--- src/rtl/gpio_port_pkg.sv ---
package gpio_port_pkg;

  localparam int REG_W   = 4;
  localparam int IDX_W   = 2;
  localparam int ADDR_W  = REG_W + IDX_W;
  localparam int POL_BIT = 8;

  localparam logic [REG_W-1:0] RG_DATA = 4'd0;
  localparam logic [REG_W-1:0] RG_DIR  = 4'd1;
  localparam logic [REG_W-1:0] RG_WAKE = 4'd2;
  localparam logic [REG_W-1:0] RG_MUX  = 4'd3;
  localparam logic [REG_W-1:0] RG_XINT = 4'd4;

  typedef enum logic [1:0] {
    FN_GPIO = 2'd0,
    FN_ALT1 = 2'd1,
    FN_ALT2 = 2'd2,
    FN_ALT3 = 2'd3
  } pin_fn_e;

  // Per-bit latch update: clear beats set, set beats toggle.
  function automatic logic latch_bit(input logic q, input logic s,
                                     input logic c, input logic t);
    if (c) return 1'b0;
    if (s) return 1'b1;
    if (t) return ~q;
    return q;
  endfunction

  // Pad source selection for one pin.
  function automatic logic fn_pick(input logic [1:0] fn, input logic g,
                                   input logic a1, input logic a2, input logic a3);
    case (pin_fn_e'(fn))
      FN_GPIO: return g;
      FN_ALT1: return a1;
      FN_ALT2: return a2;
      default: return a3;
    endcase
  endfunction

  // Qualifying edge: pol=1 rising, pol=0 falling.
  function automatic logic edge_hit(input logic cur, input logic prev, input logic pol);
    return pol ? (cur & ~prev) : (~cur & prev);
  endfunction

endpackage

--- src/rtl/gpio_sync.sv ---
module gpio_sync #(
  parameter int NPINS = 64
) (
  input  logic             clk,
  input  logic             rst_n,
  input  logic [NPINS-1:0] pin_in,
  output logic [NPINS-1:0] sync_q
);

  logic [NPINS-1:0] stage1_q;

  always_ff @(posedge clk or negedge rst_n) begin
    if (!rst_n) begin
      stage1_q <= '0;
      sync_q   <= '0;
    end else begin
      stage1_q <= pin_in;
      sync_q   <= stage1_q;
    end
  end

endmodule

--- src/rtl/gpio_pin_bank.sv ---
module gpio_pin_bank
  import gpio_port_pkg::*;
#(
  parameter int NPINS   = 64,
  parameter int CFG_DLY = 2
) (
  input  logic               clk,
  input  logic               rst_n,
  input  logic [NPINS-1:0]   ld_m,
  input  logic [NPINS-1:0]   ld_v,
  input  logic [NPINS-1:0]   set_m,
  input  logic [NPINS-1:0]   clr_m,
  input  logic [NPINS-1:0]   tgl_m,
  input  logic [NPINS-1:0]   dir_m,
  input  logic [NPINS-1:0]   dir_v,
  input  logic [NPINS-1:0]   wake_m,
  input  logic [NPINS-1:0]   wake_v,
  input  logic [2*NPINS-1:0] mux_m,
  input  logic [2*NPINS-1:0] mux_v,
  input  logic [3*NPINS-1:0] per_out,
  input  logic [3*NPINS-1:0] per_oe,
  output logic [NPINS-1:0]   latch_q,
  output logic [NPINS-1:0]   dir_q,
  output logic [NPINS-1:0]   wake_q,
  output logic [2*NPINS-1:0] mux_q,
  output logic [2*NPINS-1:0] mux_live,
  output logic [NPINS-1:0]   pin_out,
  output logic [NPINS-1:0]   pin_oe
);

  localparam int MUX_W = 2 * NPINS;

  logic [MUX_W-1:0] mux_pipe [CFG_DLY];

  always_ff @(posedge clk or negedge rst_n) begin
    if (!rst_n) begin
      latch_q <= '0;
      dir_q   <= '0;
      wake_q  <= '0;
      mux_q   <= '0;
    end else begin
      for (int p = 0; p < NPINS; p++) begin
        latch_q[p] <= ld_m[p] ? ld_v[p]
                              : latch_bit(latch_q[p], set_m[p], clr_m[p], tgl_m[p]);
      end
      dir_q  <= (dir_q  & ~dir_m)  | (dir_v  & dir_m);
      wake_q <= (wake_q & ~wake_m) | (wake_v & wake_m);
      mux_q  <= (mux_q  & ~mux_m)  | (mux_v  & mux_m);
    end
  end

  // Configuration delay line: routing follows the written value CFG_DLY edges later.
  always_ff @(posedge clk or negedge rst_n) begin
    if (!rst_n) begin
      for (int i = 0; i < CFG_DLY; i++) mux_pipe[i] <= '0;
    end else begin
      mux_pipe[0] <= mux_q;
      for (int i = 1; i < CFG_DLY; i++) mux_pipe[i] <= mux_pipe[i-1];
    end
  end

  assign mux_live = mux_pipe[CFG_DLY-1];

  for (genvar p = 0; p < NPINS; p++) begin : g_pin
    logic [1:0] fn;
    assign fn = mux_live[2*p +: 2];
    assign pin_out[p] = fn_pick(fn, latch_q[p], per_out[p],
                                per_out[NPINS+p], per_out[2*NPINS+p]);
    assign pin_oe[p]  = fn_pick(fn, dir_q[p], per_oe[p],
                                per_oe[NPINS+p], per_oe[2*NPINS+p]);
  end

endmodule

--- src/rtl/gpio_xint.sv ---
module gpio_xint
  import gpio_port_pkg::*;
#(
  parameter int NPINS = 64,
  parameter int NXINT = 3,
  parameter int SELW  = 6
) (
  input  logic                  clk,
  input  logic                  rst_n,
  input  logic [NXINT-1:0]      cfg_we,
  input  logic [SELW-1:0]       sel_w,
  input  logic                  pol_w,
  input  logic [NPINS-1:0]      lvl,
  output logic [NXINT*SELW-1:0] cfg_sel,
  output logic [NXINT-1:0]      cfg_pol,
  output logic [NXINT-1:0]      src_lvl,
  output logic [NXINT-1:0]      xint
);

  for (genvar c = 0; c < NXINT; c++) begin : g_ch
    logic [SELW-1:0] sel_r;
    logic            pol_r;
    logic            prev_r;

    always_ff @(posedge clk or negedge rst_n) begin
      if (!rst_n) begin
        sel_r  <= '0;
        pol_r  <= 1'b0;
        prev_r <= 1'b0;
      end else if (cfg_we[c]) begin
        sel_r  <= sel_w;
        pol_r  <= pol_w;
        prev_r <= lvl[sel_w];   // history follows the new source
      end else begin
        prev_r <= src_lvl[c];
      end
    end

    assign src_lvl[c]              = lvl[sel_r];
    assign xint[c]                 = edge_hit(src_lvl[c], prev_r, pol_r);
    assign cfg_sel[c*SELW +: SELW] = sel_r;
    assign cfg_pol[c]              = pol_r;
  end

endmodule

--- src/rtl/gpio_port_ctl.sv ---
module gpio_port_ctl
  import gpio_port_pkg::*;
#(
  parameter int NPINS   = 64,
  parameter int DW      = 32,
  parameter int NXINT   = 3,
  parameter int CFG_DLY = 2
) (
  input  logic               clk,
  input  logic               rst_n,
  input  logic               bus_we,
  input  logic [ADDR_W-1:0]  bus_addr,
  input  logic [DW-1:0]      bus_wdata,
  output logic [DW-1:0]      bus_rdata,
  input  logic [NPINS-1:0]   pin_in,
  output logic [NPINS-1:0]   pin_out,
  output logic [NPINS-1:0]   pin_oe,
  input  logic [3*NPINS-1:0] per_out,
  input  logic [3*NPINS-1:0] per_oe,
  output logic [NXINT-1:0]   xint,
  output logic               wake_req
);

  localparam int NWORD = NPINS / DW;
  localparam int NMUXW = 2 * NPINS / DW;
  localparam int SELW  = $clog2(NPINS);

  logic [REG_W-1:0] region;
  logic [IDX_W-1:0] idx;
  assign region = bus_addr[ADDR_W-1:IDX_W];
  assign idx    = bus_addr[IDX_W-1:0];

  logic [NPINS-1:0]      ld_m, set_m, clr_m, tgl_m, dir_m, wake_m;
  logic [2*NPINS-1:0]    mux_m;
  logic [NXINT-1:0]      xint_we;
  logic [NPINS-1:0]      sync_q, latch_q, dir_q, wake_q;
  logic [2*NPINS-1:0]    mux_q, mux_live;
  logic [NXINT*SELW-1:0] cfg_sel;
  logic [NXINT-1:0]      cfg_pol, src_lvl;

  // Write decode
  always_comb begin
    ld_m = '0; set_m = '0; clr_m = '0; tgl_m = '0;
    dir_m = '0; wake_m = '0; mux_m = '0; xint_we = '0;
    for (int w = 0; w < NWORD; w++) begin
      if (bus_we && idx == IDX_W'(w)) begin
        if (region == RG_DATA) ld_m[w*DW +: DW]   = '1;
        if (region == RG_DIR)  dir_m[w*DW +: DW]  = '1;
        if (region == RG_WAKE) wake_m[w*DW +: DW] = '1;
        if (region[REG_W-1]) begin
          if (region[0]) set_m[w*DW +: DW] = bus_wdata;
          if (region[1]) clr_m[w*DW +: DW] = bus_wdata;
          if (region[2]) tgl_m[w*DW +: DW] = bus_wdata;
        end
      end
    end
    for (int m = 0; m < NMUXW; m++) begin
      if (bus_we && region == RG_MUX && idx == IDX_W'(m)) mux_m[m*DW +: DW] = '1;
    end
    for (int c = 0; c < NXINT; c++) begin
      xint_we[c] = bus_we && region == RG_XINT && idx == IDX_W'(c);
    end
  end

  gpio_sync #(.NPINS(NPINS)) u_sync (
    .clk    (clk),
    .rst_n  (rst_n),
    .pin_in (pin_in),
    .sync_q (sync_q)
  );

  gpio_pin_bank #(.NPINS(NPINS), .CFG_DLY(CFG_DLY)) u_bank (
    .clk      (clk),
    .rst_n    (rst_n),
    .ld_m     (ld_m),
    .ld_v     ({NWORD{bus_wdata}}),
    .set_m    (set_m),
    .clr_m    (clr_m),
    .tgl_m    (tgl_m),
    .dir_m    (dir_m),
    .dir_v    ({NWORD{bus_wdata}}),
    .wake_m   (wake_m),
    .wake_v   ({NWORD{bus_wdata}}),
    .mux_m    (mux_m),
    .mux_v    ({NMUXW{bus_wdata}}),
    .per_out  (per_out),
    .per_oe   (per_oe),
    .latch_q  (latch_q),
    .dir_q    (dir_q),
    .wake_q   (wake_q),
    .mux_q    (mux_q),
    .mux_live (mux_live),
    .pin_out  (pin_out),
    .pin_oe   (pin_oe)
  );

  gpio_xint #(.NPINS(NPINS), .NXINT(NXINT), .SELW(SELW)) u_xint (
    .clk     (clk),
    .rst_n   (rst_n),
    .cfg_we  (xint_we),
    .sel_w   (bus_wdata[SELW-1:0]),
    .pol_w   (bus_wdata[POL_BIT]),
    .lvl     (sync_q),
    .cfg_sel (cfg_sel),
    .cfg_pol (cfg_pol),
    .src_lvl (src_lvl),
    .xint    (xint)
  );

  assign wake_req = |(wake_q & sync_q);

  // Read path
  always_comb begin
    bus_rdata = '0;
    for (int w = 0; w < NWORD; w++) begin
      if (idx == IDX_W'(w)) begin
        if (region == RG_DATA) bus_rdata = sync_q[w*DW +: DW];
        if (region == RG_DIR)  bus_rdata = dir_q[w*DW +: DW];
        if (region == RG_WAKE) bus_rdata = wake_q[w*DW +: DW];
        if (region[REG_W-1])   bus_rdata = latch_q[w*DW +: DW];
      end
    end
    for (int m = 0; m < NMUXW; m++) begin
      if (region == RG_MUX && idx == IDX_W'(m)) bus_rdata = mux_q[m*DW +: DW];
    end
    for (int c = 0; c < NXINT; c++) begin
      if (region == RG_XINT && idx == IDX_W'(c)) begin
        bus_rdata              = DW'(cfg_sel[c*SELW +: SELW]);
        bus_rdata[POL_BIT]     = cfg_pol[c];
      end
    end
  end

endmodule

--- config.mk ---
export PLATFORM = sky130hd
export DESIGN_NAME = gpio_port_ctl
export DESIGN_NICKNAME = d
export VERILOG_FILES = /design/src/rtl/gpio_port_pkg.sv /design/src/rtl/gpio_sync.sv /design/src/rtl/gpio_pin_bank.sv /design/src/rtl/gpio_xint.sv /design/src/rtl/gpio_port_ctl.sv
export SDC_FILE = /design/constraint.sdc
export NUM_CORES = 1
export LEC_CHECK = 0
export ABC_AREA = 1
export BUFFER_PORTS_ARGS = -buffer_cell sky130_fd_sc_hd__clkbuf_2
export CELL_PAD_IN_SITES_DETAIL_PLACEMENT = 1
export CELL_PAD_IN_SITES_GLOBAL_PLACEMENT = 2
export CORE_AREA = 2 2 300 332
export DETAILED_ROUTE_END_ITERATION = 8
export DIE_AREA = 0 0 302 334
export GPL_ROUTABILITY_DRIVEN = 0
export PLACE_DENSITY_LB_ADDON = 0.08
export SYNTH_ARGS = -nofsm -noshare
export SYNTH_HDL_FRONTEND = slang
export SYNTH_SLANG_ARGS = --single-unit
--- constraint.sdc ---
create_clock -name clk -period 3.69 [get_ports clk]
set_input_delay 0.1845 -clock clk [delete_from_list [all_inputs] [get_ports clk]]
set_output_delay 0.1845 -clock clk [all_outputs]
set_load 0.03 [all_outputs]
==> summary by stage, run 1 <==
Power and ir drop
The leakage component of the power is 0.0200 uW. The power density of the placed cells is about 560 nW/um^2. The total chip power is around 24000 uW.

The worst IR drop on VDD is 0.445 mV.

Timing
Setup repair after global routing left no endpoint under its margin. The time the final worst path needs with I/O delays and setup is approximately 3.4 ns. The transition time at the pin with the least slew margin is 1.00 ns. The count of endpoints failing hold in the final timing report is 0.

Summed over all failing endpoints, the final setup total negative slack is 0 ns. In the post-route analysis, the smallest setup slack over all paths is between 0.3 and 0.4 ns. The number of endpoints failing setup at the final stage is 0.

Headroom to the max-slew limit came out at 33.0%. The final number of max-transition violations is 0. On the final layout, the worst clock skew is between 0.02 and 0.025 ns. The share of the cycle needed by the critical path after routing is 91.4%. The achievable frequency is 0.297 GHz.

Routing
The number of vias per cell after detailed routing is ~5.5. The number of vias in the routed layout is approximately 33000. The final routed wire length divided by cell count is 25.0 um.

The detail route stage leaves a number of antenna-violating nets equal to 0. The violation count after the first detailed-routing iteration is 2590. The remaining routing DRC violations is 0.

Wires add up to 153000 um. The detailed-routing iteration count for the pre-antenna-repair pass is 5.

Floorplan
The initial utilization of the core area, before any placement, comes to 34.6%. The die outline height is roughly 330 um. The area of the core region is about 98000 um^2. The number of core rows is between 100 and 150.

The I/O pin count is approximately 650. The die outline area is slightly above 100000 um^2. The horizontal die dimension is roughly 300 um.

Outcome
The run finished with clean final reports.

Setup path
Of all nets on the critical path, the largest fanout is 22. The worst-case register-to-register setup slack is roughly 1.3 ns. The critical path in this run is classified as reg -> out.

The worst register-to-register path ends at u_xint.g_ch[0].prev_r$_DFF_PN0_. For the worst setup path, the data required time is around 3.5 ns. The start point of the critical path is u_xint.g_ch[0].sel_r[1]$_DFFE_PN0P_. The data arrival time of the critical path is roughly 3.2 ns. The startpoint of the worst register-to-register path is u_xint.g_ch[0].sel_r[1]$_DFFE_PN0P_. The worst setup path is captured at a primary output.

The sort of element at the start of the critical path is a flip-flop. The capture point of the critical path is xint[0]. The number of cells on the worst reg-to-reg path is 11.

GRT
The residual overflow from global routing is 0. Global routing used between 30% and 40% of the available tracks. The number of global-route vias before repair is between 30000 and 40000. The first global-routing pass estimated 226000 um of wire. The maximum number of pins on one net before global-route repair is around 100. The initial antenna violation count is 11.

Cells and area
After the last flow step, the layout net total stands at 5257. The area growth from synthesis to final layout is 25.6%. The finished cells cover roughly 43000 um^2. The share of cells above drive strength 1 is 19.1%.

Clocking
TritonCTS created 81 clock buffers. The root buffer cell is sky130_fd_sc_hd__clkbuf_16. The number of setup buffers added after CTS is 0. The number of levels in the clock H-tree is 3. For this design, the sink count on the clock tree is between 700 and 800. The worst-case clock buffer depth is 3.

The clock latency at the later pin of the worst-skew pair is roughly 0.65 ns. The number of gates resized after CTS was 0. The number of buffers added to fix hold violations after cts is between 90 and 100.

After clock tree synthesis, the clock-pin slew on the worst setup and hold paths is approximately 0.070 ns. The TritonCTS clock tree is yes.

Place
Timing analysis after detailed placement gives a worst setup slack of about 0.9 ns. The number of port buffers is between 600 and 700. Detailed placement finished with a half-perimeter wire length of roughly 110000 um. The placed instance area is ~39000 um^2.

Yosys
After synthesis the netlist holds a flip-flop and latch count of roughly 730. The cell area after synthesis is roughly 34000 um^2. The number of distinct library cells after synthesis is between 40 and 50.

The number of nets in the synthesized netlist is 4577. The register area share after synthesis is between 50% and 60%. The instance count of the mapped netlist is approximately 4000. The post-synthesis average cell area is 8.29 um^2. For this run, the number of Yosys warnings is 0.

Worst hold path
The class of the worst hold path is in -> reg.

Job
Across the run, the number of max-cap violations was 0.
## cell usage after synthesis
master / n / share of area, %
sky130_fd_sc_hd__inv_2: 11 / 0.12
sky130_fd_sc_hd__nor2_1: 220 / 2.4
sky130_fd_sc_hd__a31o_2: 3 / 0.078
sky130_fd_sc_hd__nor3_2: 1 / 0.030
sky130_fd_sc_hd__o221ai_1: 29 / 0.75
sky130_fd_sc_hd__o22ai_1: 24 / 0.44
sky130_fd_sc_hd__nor3b_1: 1 / 0.022
sky130_fd_sc_hd__a221oi_1: 2 / 0.052
sky130_fd_sc_hd__or2_2: 1 / 0.018
sky130_fd_sc_hd__a31oi_1: 99 / 1.8
sky130_fd_sc_hd__buf_4: 4 / 0.089
sky130_fd_sc_hd__o21ai_0: 477 / 7.0
sky130_fd_sc_hd__o22a_1: 1 / 0.026
sky130_fd_sc_hd__dfrtp_1: 728 / 54
sky130_fd_sc_hd__or2_0: 13 / 0.24
sky130_fd_sc_hd__buf_1: 12 / 0.13
sky130_fd_sc_hd__o31ai_1: 65 / 1.4
sky130_fd_sc_hd__nand3_2: 1 / 0.030
sky130_fd_sc_hd__a22oi_1: 5 / 0.11
sky130_fd_sc_hd__a32oi_1: 1 / 0.026
sky130_fd_sc_hd__clkinv_2: 1 / 0.015
sky130_fd_sc_hd__nand3_1: 532 / 7.9
sky130_fd_sc_hd__nand2_1: 918 / 10
sky130_fd_sc_hd__nand4_1: 141 / 2.6
sky130_fd_sc_hd__o211ai_1: 39 / 0.86
sky130_fd_sc_hd__nor3_1: 5 / 0.074
sky130_fd_sc_hd__nor3_4: 1 / 0.048
sky130_fd_sc_hd__a211oi_1: 3 / 0.066
sky130_fd_sc_hd__o21ai_1: 39 / 0.58
sky130_fd_sc_hd__nand3b_1: 3 / 0.066
sky130_fd_sc_hd__clkbuf_2: 4 / 0.059
sky130_fd_sc_hd__buf_2: 36 / 0.53
sky130_fd_sc_hd__nor2_2: 6 / 0.11
sky130_fd_sc_hd__and3_1: 1 / 0.018
sky130_fd_sc_hd__inv_1: 304 / 3.4
sky130_fd_sc_hd__clkbuf_1: 177 / 2.0
sky130_fd_sc_hd__a21oi_1: 157 / 2.3
sky130_fd_sc_hd__a21oi_4: 1 / 0.048
sky130_fd_sc_hd__clkinv_1: 1 / 0.011
sky130_fd_sc_hd__a22o_1: 7 / 0.18
sky130_fd_sc_hd__o2111ai_1: 9 / 0.23
sky130_fd_sc_hd__nor2_4: 5 / 0.17
## power by group
group,switching (uW),internal (uW),total (uW)
sequential,1590,9010,10600
clock,3570,4990,8560
combinational,3180,1620,4800
## cell usage in the layout, fill, tap and decap left out, drive strengths merged, types with 2 or more instances in the layout
| cell type | n |
|---|---|
| a21oi | 158 |
| o22ai | 24 |
| nor2 | 231 |
| o31ai | 65 |
| clkinv | 24 |
| clkinvlp | 10 |
| o2111ai | 9 |
| o211ai | 39 |
| clkbuf | 745 |
| a221oi | 2 |
| buf | 95 |
| dfrtp | 728 |
| or2 | 14 |
| dlygate4sd3 | 91 |
| diode | 5 |
| a31o | 3 |
| nand3b | 3 |
| o21ai | 516 |
| bufinv | 9 |
| nand3 | 533 |
| nand2 | 918 |
| nor3 | 7 |
| a31oi | 99 |
| a211oi | 3 |
| a22oi | 5 |
| o221ai | 29 |
| inv | 323 |
| a22o | 7 |
| nand4 | 141 |
## worst max-delay path, cell delays in order, from the launching register on
cell and delay [ns]:
sky130_fd_sc_hd__dfrtp_1 0.78, sky130_fd_sc_hd__inv_1 0.42, sky130_fd_sc_hd__a21oi_1 0.21, sky130_fd_sc_hd__o21ai_0 0.10
sky130_fd_sc_hd__nand3_1 0.09, sky130_fd_sc_hd__o21ai_0 0.11, sky130_fd_sc_hd__nand2_1 0.10, sky130_fd_sc_hd__nand3_1 0.13
sky130_fd_sc_hd__nand3_1 0.15, sky130_fd_sc_hd__nand3b_1 0.09, sky130_fd_sc_hd__nand2_1 0.12, sky130_fd_sc_hd__clkbuf_2 0.23
## cell type report
cell class	instances	area (um^2)
tap	1291	1620
clock inverter	49	581
antenna	5	12.5
inverter	317	1190
timing repair buffer	830	5100
clock buffer	101	2230
sequential	728	18200
fill	11742	55400
multi-input combinational	2810	13600
## worst min path at each step
stage | startpoint | endpoint | slack, ns | depth (start not counted)
2_1_floorplan | rst_n | asynchronous set/reset pin | -0.11 | 0
3_3_place_gp | pin_in[12] | u_sync.stage1_q[12]$_DFF_PN0_ | 0.29 | 1
5_1_grt | bus_wdata[5] | u_xint.g_ch[1].sel_r[5]$_DFFE_PN0P_ | 0.06 | 3
6_report | bus_wdata[5] | u_xint.g_ch[1].sel_r[5]$_DFFE_PN0P_ | 0.04 | 3
3_5_place_dp | pin_in[9] | u_sync.stage1_q[9]$_DFF_PN0_ | 0.29 | 1
4_1_cts | bus_wdata[5] | u_xint.g_ch[1].sel_r[5]$_DFFE_PN0P_ | 0.01 | 3
## stage by stage
step	hold slack [ns]	util [%]	cells
after floorplan	-0.111	-	4088
after global placement	0.292	39.6	5885
after detailed placement	0.295	39.6	5885
after CTS	0.0149	43.4	6126
after global routing	0.0591	43.4	6131
final	0.0398	43.4	6131
## logic make-up after synthesis
logic type | Yosys count | synth area share (%)
AND/OR/NAND/NOR | 1849 | 23.9
AO/OA/AOI/OAI | 961 | 16.1
buffers and inverters | 550 | 6.29
flip-flops | 728 | 53.7
## routing by layer
metal / track usage (%) / share of wire, % / routed length, um
met4: 7.30 / 2.1 / 3200
met3: 4.14 / 5.4 / 8260
met2: 50.7 / 49 / 74700
met1: 40.8 / 44 / 67300
met5: 0 / 0.016 / 24
Power figures use the tool's default switching activity.
==> run 2, diff against run 1 <==
--- a/config.mk
+++ b/config.mk
@@ -9,9 +9,9 @@
 export BUFFER_PORTS_ARGS = -buffer_cell sky130_fd_sc_hd__clkbuf_2
 export CELL_PAD_IN_SITES_DETAIL_PLACEMENT = 1
 export CELL_PAD_IN_SITES_GLOBAL_PLACEMENT = 2
-export CORE_AREA = 2 2 300 332
+export CORE_AREA = 2 2 324 358
 export DETAILED_ROUTE_END_ITERATION = 8
-export DIE_AREA = 0 0 302 334
+export DIE_AREA = 0 0 326 360
 export GPL_ROUTABILITY_DRIVEN = 0
 export PLACE_DENSITY_LB_ADDON = 0.08
 export SYNTH_ARGS = -nofsm -noshare
==> summary by stage, run 2 (same netlist as run 1, synthesis figures left out) <==
Outcome
Status: completed (unchanged).

Place
The detailed placer's ending HPWL came to 121000 um (was 115000 um). The number of port buffers is 652 (unchanged). The worst setup slack after placement was 0.667 ns (was 0.900 ns).

Floorplan
The die outline area came to 117000 um^2 (was 101000 um^2). The area of the core region is 114000 um^2 (was 98000 um^2). The die outline height is 360 um (was 334 um).

The number of core rows is 130 (was 121). The initial cell density of the core was 29.8% (was 34.6%). The I/O pin count is 653 (unchanged).

The horizontal die dimension is 326 um (was 302 um).

Setup path
The sort of element at the start of the critical path is a flip-flop (unchanged). The worst endpoint required time came to 3.51 ns (about the same). The data arrival time of the critical path is 2.93 ns (was 3.19 ns). The start point of the critical path is u_xint.g_ch[2].sel_r[1]$_DFFE_PN0P_ (was u_xint.g_ch[0].sel_r[1]$_DFFE_PN0P_).

The startpoint of the worst register-to-register path is u_xint.g_ch[2].sel_r[1]$_DFFE_PN0P_ (was u_xint.g_ch[0].sel_r[1]$_DFFE_PN0P_). The class of the most critical setup path is reg -> out (unchanged). The endpoint class of the critical path is a primary output (unchanged). The top fanout value on the critical path came to 12 (was 22).

Cells and area
The final cell utilization of the core is 37.7% (was 43.4%). The area growth from synthesis to final layout came to 26.4% (was 25.6%). Most frequent cells in the layout: sky130_fd_sc_hd__nand2_1, sky130_fd_sc_hd__dfrtp_1, sky130_fd_sc_hd__clkbuf_2, sky130_fd_sc_hd__nand3_1, sky130_fd_sc_hd__o21ai_0 (unchanged).

The share of cells above drive strength 1 came to 19.0% (was 19.1%). The number of nets in the final layout is 5257 (unchanged). The most common library cell in the layout ignoring fill and taps is sky130_fd_sc_hd__nand2_1 (unchanged).

Routing
The total routed wirelength is 161000 um (was 153000 um). The violation count after the first detailed-routing iteration was 2216 (was 2590). The final routed wire length divided by cell count is 25.3 um (was 25.0 um). The detailed-routing iteration count for the pre-antenna-repair pass was 5 (unchanged). The number of vias per cell after detailed routing is 5.23 (was 5.46).

The number of vias in the routed layout was 33271 (was 33482). The remaining routing DRC violations is 0 (unchanged). The number of nets with antenna violations after detailed routing came to 0 (unchanged).

Clocking
The number of setup buffers added after CTS is 0 (unchanged). The worst-case clock buffer depth is 3 (unchanged). The sink count of the clock tree is 728 (unchanged). The number of buffers created by CTS was 82 (was 81). The number of levels in the clock H-tree is 3 (unchanged). The root buffer cell is sky130_fd_sc_hd__clkbuf_16 (unchanged). The TritonCTS clock tree is yes (unchanged). The clock latency at the later pin of the worst-skew pair is 0.66 ns (was 0.65 ns). The clock transition at the registers of the reported paths is 0.06 ns (was 0.07 ns).

Timing
The headroom to the max-slew limit is 39.4% (was 33.0%). The worst-case setup margin in the final layout is 0.579 ns (was 0.317 ns). The share of the cycle needed by the critical path after routing was 84.3% (was 91.4%). The number of endpoints failing setup at the final stage is 0 (unchanged). The final number of max-transition violations is 0 (unchanged).

The achievable frequency came to 0.321 GHz (was 0.297 GHz). RSZ-0062 raised after global routing: no (unchanged). The count of endpoints failing hold in the final timing report came to 0 (unchanged). The post-route clock skew is 0.0201 ns (was 0.0208 ns). The transition time at the pin with the least slew margin is 0.908 ns (was 1.00 ns).

The aggregate negative setup slack came to 0 ns (unchanged). The time the final worst path needs with I/O delays and setup is 3.11 ns (was 3.37 ns).

GRT
The residual overflow from global routing is 0 (unchanged). The initial antenna violation count is 7 (was 11). The maximum number of pins on one net before global-route repair is 83 (was 103).

The global-route usage over all layers was 27.0% (was 30.1%). The number of global-route vias before repair is 34339 (was 34132). The global-route wire length before repair is 235000 um (was 226000 um).

Worst hold path
The class of the worst hold path is in -> reg (unchanged). The launch instance of the worst min-delay path is bus_wdata[5] (unchanged).

Power and ir drop
The worst IR drop on VDD was 0.350 mV (was 0.445 mV). The power density of the placed cells is 561 nW/um^2 (was 563 nW/um^2). The leakage component of the power was 0.0200 uW (about the same).

Job
The reported max-cap violation count is 0 (unchanged).
## run 2: changes by cell type in the layout (fill, tap and decap cells not counted), sizes merged
cell / change
dlygate4sd3: +1
clkinvlp: -2
clkbuf: +5
clkinv: -1
inv: -3
buf: -2
## run 2: worst paths after layout
check                           cells past startpoint  slack (ns)                             endpoint
worst max-delay path                               12        0.58                              xint[2]
worst min-delay path                                3        0.07  u_xint.g_ch[0].sel_r[5]$_DFFE_PN0P_
max in group asynchronous                           3        2.46         u_sync.stage1_q[6]$_DFF_PN0_
worst max register to register                     11        1.60      u_xint.g_ch[2].prev_r$_DFF_PN0_
worst min register to register                      0        0.34        u_bank.mux_live[81]$_DFF_PN0_
min in group asynchronous                           2        0.15         u_sync.stage1_q[5]$_DFF_PN0_
## run 2: area by class of cell
| cell class | count | area [um^2] |
|---|---|---|
| inverters | 317 | 1190 |
| flip-flops and latches | 728 | 18200 |
| clock buffers | 106 | 2290 |
| fillers | 13509 | 70900 |
| multi-input cells | 2810 | 13600 |
| repair buffers | 829 | 5120 |
| clock inverters | 43 | 509 |
| well taps | 1518 | 1900 |
| diodes | 5 | 12.5 |
## run 2: repair_timing
item | in CTS | in global routing
endpoints found under the hold margin | 192 | 0
resized for setup | 0 | 0
hold buffers | 92 | 0
## run 2: routing by layer
metal,up-vias,part of all wire [%],track usage [%]
met2,925,48,45.8
met1,16786,44,36.4
li1,15377,-,-
met3,175,5.2,3.68
met5,-,0.030,0
met4,8,1.9,5.84
## run 2: per-stage QoR
stage	hold WS, ns	cell area [um^2]	cells	total power, uW
after floorplan	-0.111	33900	4088	12900
after global placement	0.258	39100	6110	15500
after detailed placement	0.264	39100	6110	15600
after CTS	0.0403	42800	6351	24300
after global routing	0.0964	42800	6351	25200
final	0.0718	42800	6356	24000
## run 2: critical path, stage by stage (launching register included)
cell and delay [ns]:
sky130_fd_sc_hd__dfrtp_1 0.44, sky130_fd_sc_hd__inv_1 0.35, sky130_fd_sc_hd__o21ai_0 0.16, sky130_fd_sc_hd__o22ai_1 0.14, sky130_fd_sc_hd__inv_1 0.05, sky130_fd_sc_hd__o21ai_0 0.26, sky130_fd_sc_hd__nand2_1 0.10, sky130_fd_sc_hd__nand3_1 0.10
sky130_fd_sc_hd__nand3_1 0.16, sky130_fd_sc_hd__nand2_1 0.14, sky130_fd_sc_hd__nand2_1 0.06, sky130_fd_sc_hd__nand2_1 0.10, sky130_fd_sc_hd__clkbuf_2 0.22
## run 2: report_power, final
part / internal (uW) / switching [uW] / leakage [uW] / total (uW)
Sequential: 9010 / 1560 / 0.00938 / 10600
Combinational: 1630 / 3230 / 0.00930 / 4860
Clock: 5040 / 3550 / 0.00136 / 8590
Total: 15700 / 8340 / 0.0200 / 24000
